===== src/rtl/rx_irq_ctrl.sv =====
module rx_irq_ctrl #(
  parameter int DW    = 8,
  parameter int DEPTH = 3
) (
  input  logic          clk,
  input  logic          rst_n,
  input  logic [1:0]    irq_mode,
  input  logic          ch_valid,
  input  logic [DW-1:0] ch_data,
  input  logic [1:0]    ch_tag,
  input  logic          rd_stb,
  input  logic          cmd_valid,
  input  logic [2:0]    cmd_code,
  output logic          rx_irq,
  output logic          rx_avail,
  output logic [DW-1:0] rd_data,
  output logic [2:0]    err_flags
);

  localparam int PW = (DEPTH > 1) ? $clog2(DEPTH) : 1;
  localparam int CW = $clog2(DEPTH + 1);
  localparam logic [1:0] M_OFF   = 2'b00;
  localparam logic [1:0] M_EVERY = 2'b01;
  localparam logic [1:0] M_FIRST = 2'b10;
  localparam logic [1:0] M_SPEC  = 2'b11;
  localparam logic [2:0] C_ARM   = 3'b100;
  localparam logic [2:0] C_ERST  = 3'b110;

  logic [DW-1:0] dat_q [DEPTH];
  logic [1:0]    tag_q [DEPTH];
  logic [PW-1:0] wp_q, rp_q;
  logic [CW-1:0] cnt_q;
  logic [DW-1:0] last_q;
  logic [2:0]    err_q, err_d;
  logic          armed_q, pend_q;

  function automatic logic [PW-1:0] nxt(input logic [PW-1:0] p);
    return (p == PW'(DEPTH - 1)) ? '0 : p + 1'b1;
  endfunction

  wire empty      = (cnt_q == '0);
  wire full       = (cnt_q == CW'(DEPTH));
  wire stall_mode = (irq_mode == M_FIRST) || (irq_mode == M_SPEC);
  wire frozen     = stall_mode && !empty && (|tag_q[rp_q]);
  wire erst       = cmd_valid && (cmd_code == C_ERST);
  wire arm        = cmd_valid && (cmd_code == C_ARM);
  wire rd_hit     = rd_stb && !empty;
  wire pop        = !empty && (frozen ? erst : rd_stb);
  wire push       = ch_valid && (!full || pop);
  wire ovr        = ch_valid && !push;

  always_comb begin
    err_d = erst ? 3'b000 : (err_q | {1'b0, rd_hit ? tag_q[rp_q] : 2'b00});
    if (ovr) err_d[2] = 1'b1;
  end

  always_ff @(posedge clk) begin
    if (push) begin
      dat_q[wp_q] <= ch_data;
      tag_q[wp_q] <= ch_tag;
    end
  end

  always_ff @(posedge clk or negedge rst_n) begin
    if (!rst_n) begin
      wp_q    <= '0;
      rp_q    <= '0;
      cnt_q   <= '0;
      last_q  <= '0;
      err_q   <= '0;
      armed_q <= 1'b1;
      pend_q  <= 1'b0;
    end else begin
      if (push) wp_q <= nxt(wp_q);
      if (pop)  rp_q <= nxt(rp_q);
      cnt_q <= cnt_q + CW'(push) - CW'(pop);
      if (rd_hit) last_q <= dat_q[rp_q];
      err_q <= err_d;
      if (irq_mode == M_FIRST) begin
        if ((armed_q || arm) && (!empty || push)) begin
          pend_q  <= 1'b1;
          armed_q <= 1'b0;
        end else begin
          if (arm)    armed_q <= 1'b1;
          if (rd_stb) pend_q  <= 1'b0;
        end
      end else begin
        if (arm) armed_q <= 1'b1;
        pend_q <= 1'b0;
      end
    end
  end

  always_comb begin
    case (irq_mode)
      M_OFF:   rx_irq = 1'b0;
      M_EVERY: rx_irq = !empty;
      M_FIRST: rx_irq = pend_q || frozen;
      default: rx_irq = frozen;
    endcase
  end

  assign rx_avail  = !empty;
  assign rd_data   = empty ? last_q : dat_q[rp_q];
  assign err_flags = err_q;

endmodule


===== config.mk =====
export PLATFORM = sky130hd
export DESIGN_NAME = rx_irq_ctrl
export DESIGN_NICKNAME = d
export VERILOG_FILES = /design/src/rtl/rx_irq_ctrl.sv
export SDC_FILE = /design/constraint.sdc
export NUM_CORES = 1
export LEC_CHECK = 0
export ABC_AREA = 0
export BUFFER_PORTS_ARGS = -buffer_cell sky130_fd_sc_hd__buf_2
export CAP_MARGIN = 10
export CORE_MARGIN = 4
export CORE_UTILIZATION = 60
export DETAILED_ROUTE_END_ITERATION = 10
export MAX_ROUTING_LAYER = met4
export PLACE_DENSITY = 0.92
export SLEW_MARGIN = 10
export SYNTH_ARGS = -nofsm -noshare
export SYNTH_HDL_FRONTEND = slang
export SYNTH_SLANG_ARGS = --single-unit

===== constraint.sdc =====
create_clock -name clk -period 8.2 [get_ports clk]
set_clock_uncertainty 0.1 [all_clocks]
set_input_delay 1.64 -clock clk [delete_from_list [all_inputs] [get_ports clk]]
set_output_delay 1.64 -clock clk [all_outputs]
set_load 0.01 [all_outputs]

* Yosys cells after proc, flatten, opt, wreduce, memory -nomap -nowiden
Memories as Yosys holds them, arrays and structs flattened.
Cells that the tools add are included.
** Operators by class
- Add/sub/neg operators :: 4
- Shift operators :: 0
- Magnitude comparators :: 0
- Bitwise logic cells :: 1
- Muxes and demuxes :: 16
- Eq/ne operators :: 9
- Reduce and logical (&&, ||, !) cells :: 20
- Divide/modulo/power cells :: 0
- Multipliers :: 0
** Operators by type and width (number)
- $eq A2 B2 Y1 const B :: 5
- $mux W1 :: 10
- $logic_and A1 B1 Y1 :: 9
- $mux W8 :: 1
- $eq A3 B3 Y1 const B :: 2
- $mux W2 :: 3
- $logic_or A1 B1 Y1 :: 5
- $add A2 B1 Y2 const B :: 2
- $logic_not A2 Y1 :: 2
- $logic_not A1 Y1 :: 3
- $mux W3 :: 1
- $ne A3 B2 Y1 const B :: 1
- $or A3 B2 Y3 :: 1
- $pmux W1 S3 :: 1
- $add A2 B1 Y2 :: 1
- $eq A2 B1 Y1 const B :: 1
- $reduce_or A2 Y1 :: 1
- $sub A2 B1 Y2 :: 1
** Storage, ports and cells
- Register bits after elaboration :: 19
- Latch bits :: 0
- RAM bits :: 30
- Memory bits (read-only) :: 0
- Memories :: 2
** Memory list
- dat_q :: words 3, bits a word 8, rd ports 1, clocked after memory_dff 0, write ports 1, line 29 : logic [DW-1:0] dat_q [DEPTH];
- tag_q :: words 3, bits a word 2, rd ports 1, clocked after memory_dff 0, write ports 1, line 30 : logic [1:0] tag_q [DEPTH];

* Depth between registers and ports, before layout
Gate-level depths: netlist of run 1.
- Depth after elaboration :: 12
- Mapped depth :: 10

* Worst setup path after synthesis of run 1
No wires, ideal clock.
- Kind :: input -> register
- Start :: input irq_mode[1]
- End :: memory dat_q[2][0], enable pin
- Cell stages on the path :: 4
- Arrival :: 3.287 ns
- Setup slack :: 4.420 ns
- Path buffers :: 0
- Cells stage by stage :: inv_1 o41ai_1 o211ai_4 nor3b_1
** On the way
- Longest elaborated chain between the ends :: 10
- Elaborated cells on any way between the ends :: 11
- Classes of those cells :: eq/ne (2); mux (3); reduce/logical (6)
** RTL lines
- start: declaration :: line 7 : input logic [1:0] irq_mode,
- $eq A2 B2 Y1 :: line 43 : wire stall_mode = (irq_mode == M_FIRST) || (irq_mode == M_SPEC);
- $logic_or A1 B1 Y1 * :: line 43
- $logic_and A1 B1 Y1 * (2 in series) :: line 44 : wire frozen = stall_mode && !empty && (|tag_q[rp_q]);
- $mux W1 * :: line 48 : wire pop = !empty && (frozen ? erst : rd_stb);
- $logic_and A1 B1 Y1 * :: line 48
- $logic_or A1 B1 Y1 * :: line 49 : wire push = ch_valid && (!full || pop);
- $logic_and A1 B1 Y1 * :: line 49
- $mux W1 * :: line 58 : if (push) begin
- $mux W1 (implied by the code) * :: line 59 : dat_q[wp_q] <= ch_data;
- end: declaration :: line 29
Mark *: on every way between the ends. The rest lies on a longest branch, timed or not.

* Worst setup path after layout of run 1
- Start :: register rp_q[0]
- End :: output rx_irq
** On the way
- Longest elaborated chain between the ends :: 5
** RTL lines
- start: declaration :: line 31 : logic [PW-1:0] wp_q, rp_q;
- start signal: assignment :: line 75 : if (pop) rp_q <= nxt(rp_q);
- $mem_v2 Z3 W2 *
- $reduce_or A2 Y1 * :: line 44
- $logic_and A1 B1 Y1 * :: line 44
- $logic_or A1 B1 Y1 :: line 98 : M_FIRST: rx_irq = pend_q || frozen;
- $pmux W1 S3 * :: line 95 : case (irq_mode)
- end: declaration :: line 14 : output logic rx_irq,
Marks and branches as above.

==> flow_summary_export.csv, run 1 <==
group,metric,value,unit
status,status,"complete, no violations",
synthesis,postSynthAreaPerCell,12.7,um^2
clocking,cts_buffer_depth,2,
detailed_routing,drt-initial-drc-count,124,
floorplan,placementRows,21,
setup_path,arrival,2.30,ns
min_path,hp-class,"reg -> reg",
place,dp_hpwl,2820,um
power_and_ir_drop,totalPowerFinal,0.818,mW
floorplan,io_pins,33,
power_and_ir_drop,irDropWorstVdd,135,uV
global_route,grt_use_total,18.8,%
place,placed_cells,243,
synthesis,syn_nets,192,
synthesis,syn_inst,170,
detailed_routing,wl_met3,207,um
detailed_routing,final_antenna_net_count,0,
floorplan,coreArea,3390,um^2
detailed_routing,drt_wl_total,3760,um
sta,final_max_slew_viol_count,0,
clocking,clock_sinks,49,
detailed_routing,dr.max_layer_used,"met4",
setup_path,required,6.46,ns
sta,max_freq,248,MHz
detailed_routing,avgViaCountPerCell,5.61,
sta,post-route-period-util,49.3,%
finish,diodes,0,
clocking,cts_hold_buffers,0,
global_route,grt_max_degree,26,
place,place_congestion,0.784,
setup_path,critPathCaptureType,"output port",
detailed_routing,wl_per_cell,15.0,um
detailed_routing,met1_length,1640,um
power_and_ir_drop,power_density,339,nW/um^2
power_and_ir_drop,p_leak,0.975,nW
setup_path,r2r_start,"rp_q[1]$_DFFE_PN0N_",
clocking,cts-root-buf,"clkbuf_4",
sta,hold_ws,0.410,ns
setup_path,path_class,"reg -> out",
global_route,overflow,0,
sta,finalSetupTns,0,ns
synthesis,synth_cell_types,39,
setup_path,path_max_fanout,15,
synthesis,yosys_warnings,0,
clocking,path_clk_slew,0.16,ns
global_route,grt_first_pass_wirelength,6150,um
floorplan,start_util,63.6,%
place,numPortBuffers,32,
clocking,cts_tree,"done",
global_route,antenna_found_initial,0,
finish,drive_gt1_share,26.3,%
sta,rsz0062_at_grt,"no",
place,dp_slack,4.25,ns
synthesis,ys_top_cells_by_area,"edfxtp_1 42%, dfrtp_1 21%, mux2i_1 5.1%",
sta,min_period,4.04,ns
synthesis,syn_area,2150,um^2
setup_path,crit_start,"rp_q[0]$_DFFE_PN0N_",
synthesis,netlist.area_leader.share,41.8,%
job,max_cap_violations,0,
sta,final-hold-violation-count,0,
detailed_routing,vias,1409,
synthesis,synth_sequential_area_ratio,63.9,%
sta,relSlewSlack,49.8,%
sta,tightest_slew,0.753,ns
clocking,clk_latency,0.36,ns
sta,setup_viol,0,
floorplan,die_area,4610,um^2
finish,syn2layout_area_growth,12.0,%
floorplan,die_y,67.9,um
detailed_routing,remaining_drc_errors,0,
detailed_routing,met2_length,1830,um
finish,fin_cells,251,
clocking,cts_setup_buffers,0,
detailed_routing,drt_first_pass_iters,4,
finish,final_nets,226,
clocking,numCtsBuffers,5,
synthesis,ys_ff_latch,49,
sta,postLayoutSetupSlackWorst,4.16,ns
clocking,htree_levels,2,
setup_path,cp-start-kind,"register",
min_path,hp-start,"last_q[3]$_DFFE_PN0P_",
floorplan,fp.dieW,67.9,um
global_route,grt_pass1_vias,1392,
clocking,ctsResizeCount,0,
synthesis,yosysTopAreaCell,"edfxtp_1",
[stage by stage]
stage,util (%),area (um^2)
2_1_floorplan,-,2150
3_3_place_gp,69.4,2350
3_5_place_dp,69.4,2350
5_1_grt,71.2,2410
6_report,71.2,2410
4_1_cts,71.2,2410
[power breakdown]
part | switching [mW] | internal [mW] | total, mW
sequential | 0.0646 | 0.338 | 0.402
clock | 0.0782 | 0.0360 | 0.114
combinational | 0.166 | 0.135 | 0.301
total | 0.309 | 0.509 | 0.818
[area by class of cell]
class                   count  area [um^2]
flip-flops and latches     49         1380
fillers                   208          977
multi-input cells         110          726
repair buffers             34          175
well taps                  46         57.6
clock buffers               5         37.5
clock inverters             3         23.8
inverters                   4         15.0
[synth_stat cells]
cell      count
a211oi_1      1
a21oi_1      11
a22o_1        1
a31oi_1       1
and2_1        1
and2b_1       1
and3_1        1
and3b_1       1
buf_1         2
buf_2         2
buf_6         1
clkbuf_1      2
dfrtp_1      18
dfstp_2       1
edfxtp_1     30
ha_1          2
inv_1         4
mux2_2        4
mux2_4        2
mux2i_1      11
nand2_1      19
nand2b_1      2
nand3_1       1
nand4b_1      1
nor2_1       14
nor2_2        1
nor2b_1       2
nor3_1        2
nor3b_1       3
nor4_1        1
nor4_2        1
nor4b_4       1
o211ai_4      1
o21ai_0      18
o22ai_1       1
o32a_1        1
o41ai_1       1
or4_4         1
xnor2_1       2
[worst paths after layout]
kind / cells past startpoint / end / slack, ns
min in group asynchronous: 1 / err_flags[1]$_DFF_PN0_ / 1.07
hold / removal: 2 / last_q[3]$_DFFE_PN0P_ / 0.41
max in group asynchronous: 1 / armed_q$_DFF_PN1_ / 6.59
hold reg to reg: 2 / last_q[3]$_DFFE_PN0P_ / 0.41
setup / recovery: 5 / rx_irq / 4.16
setup reg to reg: 9 / cnt_q[1]$_DFF_PN0_ / 5.33
[metal layers]
| layer | vias up | GRT usage [%] |
|---|---|---|
| met2 | 43 | 28.9 |
| met1 | 673 | 23.5 |
| met3 | 8 | 3.78 |
| met5 | - | - |
| li1 | 685 | - |
| met4 | 0 | 9.93 |
[placed cells by master, fill, tap and decap left out, types with 3 or more instances in the layout]
| cell | n |
|---|---|
| dfrtp_1 | 18 |
| inv_1 | 4 |
| nor3b_1 | 3 |
| edfxtp_1 | 30 |
| a21oi_1 | 11 |
| clkbuf_4 | 5 |
| buf_2 | 32 |
| nor2_1 | 14 |
| mux2_2 | 4 |
| o21ai_0 | 18 |
| mux2i_1 | 11 |
| nand2_1 | 19 |
[registers in the layout, indices dropped and copies added (netlist names), 2 cells and up]
name,count
wp_q,2
tag_q,6
rp_q,2
err_flags,3
last_q,8
dat_q,24
cnt_q,2
[critical path, stage by stage, from the launching register on]
cell and delay [ns]:
dfrtp_1 0.80, mux2_2 0.40, mux2_2 0.28, o21ai_0 0.20, a31oi_1 0.11, buf_2 0.15
[kinds of logic (layout without fill, tap and decap cells)]
kind of cell | Yosys count | count (layout) | share of synthesized area, %
compound gates | 36 | 36 | 9.93
xor+xnor | 2 | 2 | 0.813
fa+ha+maj | 2 | 2 | 1.16
buf+inv | 11 | 46 | 2.38
flops | 49 | 49 | 63.9
mux | 17 | 17 | 8.59
simple gates | 53 | 53 | 13.2
Power figures use the tool's default switching activity.
==> run 2, diff against run 1 <==
Settings changed: CORE_UTILIZATION 60 to 55, PLACE_DENSITY 0.92 to 0.86.
Clock period 8.2 ns to 4 ns, I/O delays scaled along.
==> run 2 against run 1 <==
Largest cell class unchanged. Critical path depth did not move. Register-to-register slack got worse by 4.2 ns. Worst hold slack got worse by 0.087 ns. Critical path type unchanged. Setup slack got worse by 3.2 ns. Largest power group unchanged. Non-clock buffer count did not move. Global-route usage fell by 2.3 points. Sequential cell count did not move.
==> flow_summary_export.csv, run 2 (synthesis results as in run 1) <==
group,metric,value,unit
status,status,"complete, no violations",
setup_path,cp-start-kind,"register",
clocking,path_clk_slew,0.09,ns
detailed_routing,final_antenna_net_count,0,
setup_path,r2r-end,"cnt_q[1]$_DFF_PN0_",
setup_path,slowest_delay,0.77,ns
setup_path,path_delay_family,"flip-flops",
place,placed_cells,245,
clocking,numCtsBuffers,5,
power_and_ir_drop,irDropWorstVdd,366,uV
finish,syn2layout_area_growth,13.5,%
finish,drive_gt1_share,26.3,%
sta,tightest_slew,0.743,ns
finish,diodes,0,
finish,final_cell_mix,"32 x buf_2, 30 x edfxtp_1, 19 x nand2_1, 18 x o21ai_0, 18 x dfrtp_1",
clocking,clk_latency,0.30,ns
sta,max_freq,328,MHz
setup_path,arrival,2.15,ns
place,dp_hpwl,2680,um
job,max_cap_violations,0,
detailed_routing,drt_wl_total,3680,um
setup_path,cp-endpoint,"rx_irq",
power_and_ir_drop,power_density,705,nW/um^2
clocking,ctsResizeCount,0,
sta,final_max_slew_viol_count,0,
place,place_congestion,0.799,
clocking,cts_buffer_depth,2,
clocking,cts_hold_buffers,0,
detailed_routing,vias,1363,
clocking,htree_levels,2,
setup_path,critPathCaptureType,"output port",
detailed_routing,drt-initial-drc-count,89,
sta,relSlewSlack,50.5,%
global_route,grt_max_degree,26,
global_route,overflow,0,
setup_path,critical_path_depth,5,
finish,largest_register_ffs,24,
global_route,grt_pass1_vias,1350,
sta,setup_viol,0,
power_and_ir_drop,p_leak,0.986,nW
sta,final-hold-violation-count,0,
setup_path,crit_start,"rp_q[0]$_DFFE_PN0N_",
sta,rsz0062_at_grt,"no",
finish,final_util,65.8,%
setup_path,r2r_start,"rp_q[1]$_DFFE_PN0N_",
floorplan,fp.dieW,70.6,um
floorplan,die_y,70.6,um
detailed_routing,wl_per_cell,14.6,um
finish,top_regs,"dat_q x24, last_q x8, tag_q x6",
detailed_routing,avgViaCountPerCell,5.39,
floorplan,die_area,4980,um^2
setup_path,cpMostUsedCell,"mux2_2",
clocking,cts-root-buf,"clkbuf_8",
sta,post-route-period-util,76.1,%
setup_path,reg2regPathDepth,9,
setup_path,ff2ff_setup_slack,1.16,ns
setup_path,critPathSlowestCell,"dfrtp_1",
global_route,grt_first_pass_wirelength,6220,um
detailed_routing,drt_first_pass_iters,4,
place,numPortBuffers,32,
setup_path,cp_cell_sequence,"mux2_2 > mux2_2 > o21ai_0 > a31oi_1 > buf_2",
finish,final_common_cell,"buf_2",
setup_path,path_max_fanout,15,
setup_path,path_class,"reg -> out",
sta,finalSetupTns,0,ns
clocking,cts_setup_buffers,0,
finish,fin_cells,253,
setup_path,crit_buf_inv,1,
sta,min_period,3.05,ns
floorplan,coreArea,3720,um^2
global_route,grt_use_total,16.5,%
setup_path,required,3.10,ns
finish,top_register,"dat_q",
clocking,clock_sinks,49,
detailed_routing,remaining_drc_errors,0,
global_route,antenna_found_initial,0,
floorplan,start_util,58.0,%
min_path,hp-class,"in -> async",
finish,final_nets,226,
floorplan,placementRows,22,
floorplan,io_pins,33,
clocking,cts_tree,"done",
run 2: cell count changes in the layout (fill, tap and decap cells not counted), sizes merged:
cell / before / now
inv: 7 / 4
clkinv: 0 / 3
run 2: how the worst min path moves through the flow:
stage	start	to	slack (ns)
floorplan	last_q[0]$_DFFE_PN0P_	last_q[0]$_DFFE_PN0P_	0.35
global placement	last_q[1]$_DFFE_PN0P_	last_q[1]$_DFFE_PN0P_	0.36
detailed placement	last_q[0]$_DFFE_PN0P_	last_q[0]$_DFFE_PN0P_	0.38
CTS	rst_n	last_q[2]$_DFFE_PN0P_	0.33
global route	rst_n	cnt_q[0]$_DFF_PN0_	0.34
finish	rst_n	rp_q[0]$_DFFE_PN0N_	0.32
run 2: final cells by class:
class	count	area, um^2
fillers	270	1270
clock buffers	5	68.8
multi-input cells	110	726
flip-flops and latches	49	1380
clock inverters	3	22.5
repair buffers	34	175
well taps	48	60.1
inverters	4	15.0
run 2: through the flow:
stage / hold WS [ns] / area (um^2) / power, mW / setup WS (ns)
after floorplan: 0.350 / 2150 / 1.26 / 1.06
after global placement: 0.361 / 2350 / 1.43 / 1.15
after detailed placement: 0.377 / 2350 / 1.45 / 1.13
after CTS: 0.333 / 2440 / 1.74 / 0.919
after global routing: 0.338 / 2440 / 1.86 / 0.794
final: 0.324 / 2440 / 1.72 / 0.954
run 2: power by group:
part | switching [mW] | internal, mW
sequential | 0.132 | 0.694
combinational | 0.334 | 0.277
clock | 0.164 | 0.124
run 2: metal layers:
metal	GRT usage, %	part of all wire [%]	routed length [um]
met2	24.5	46	1700
met3	4.97	6.2	227
met4	5.22	1.9	69
met5	-	0	0
met1	22.0	46	1690
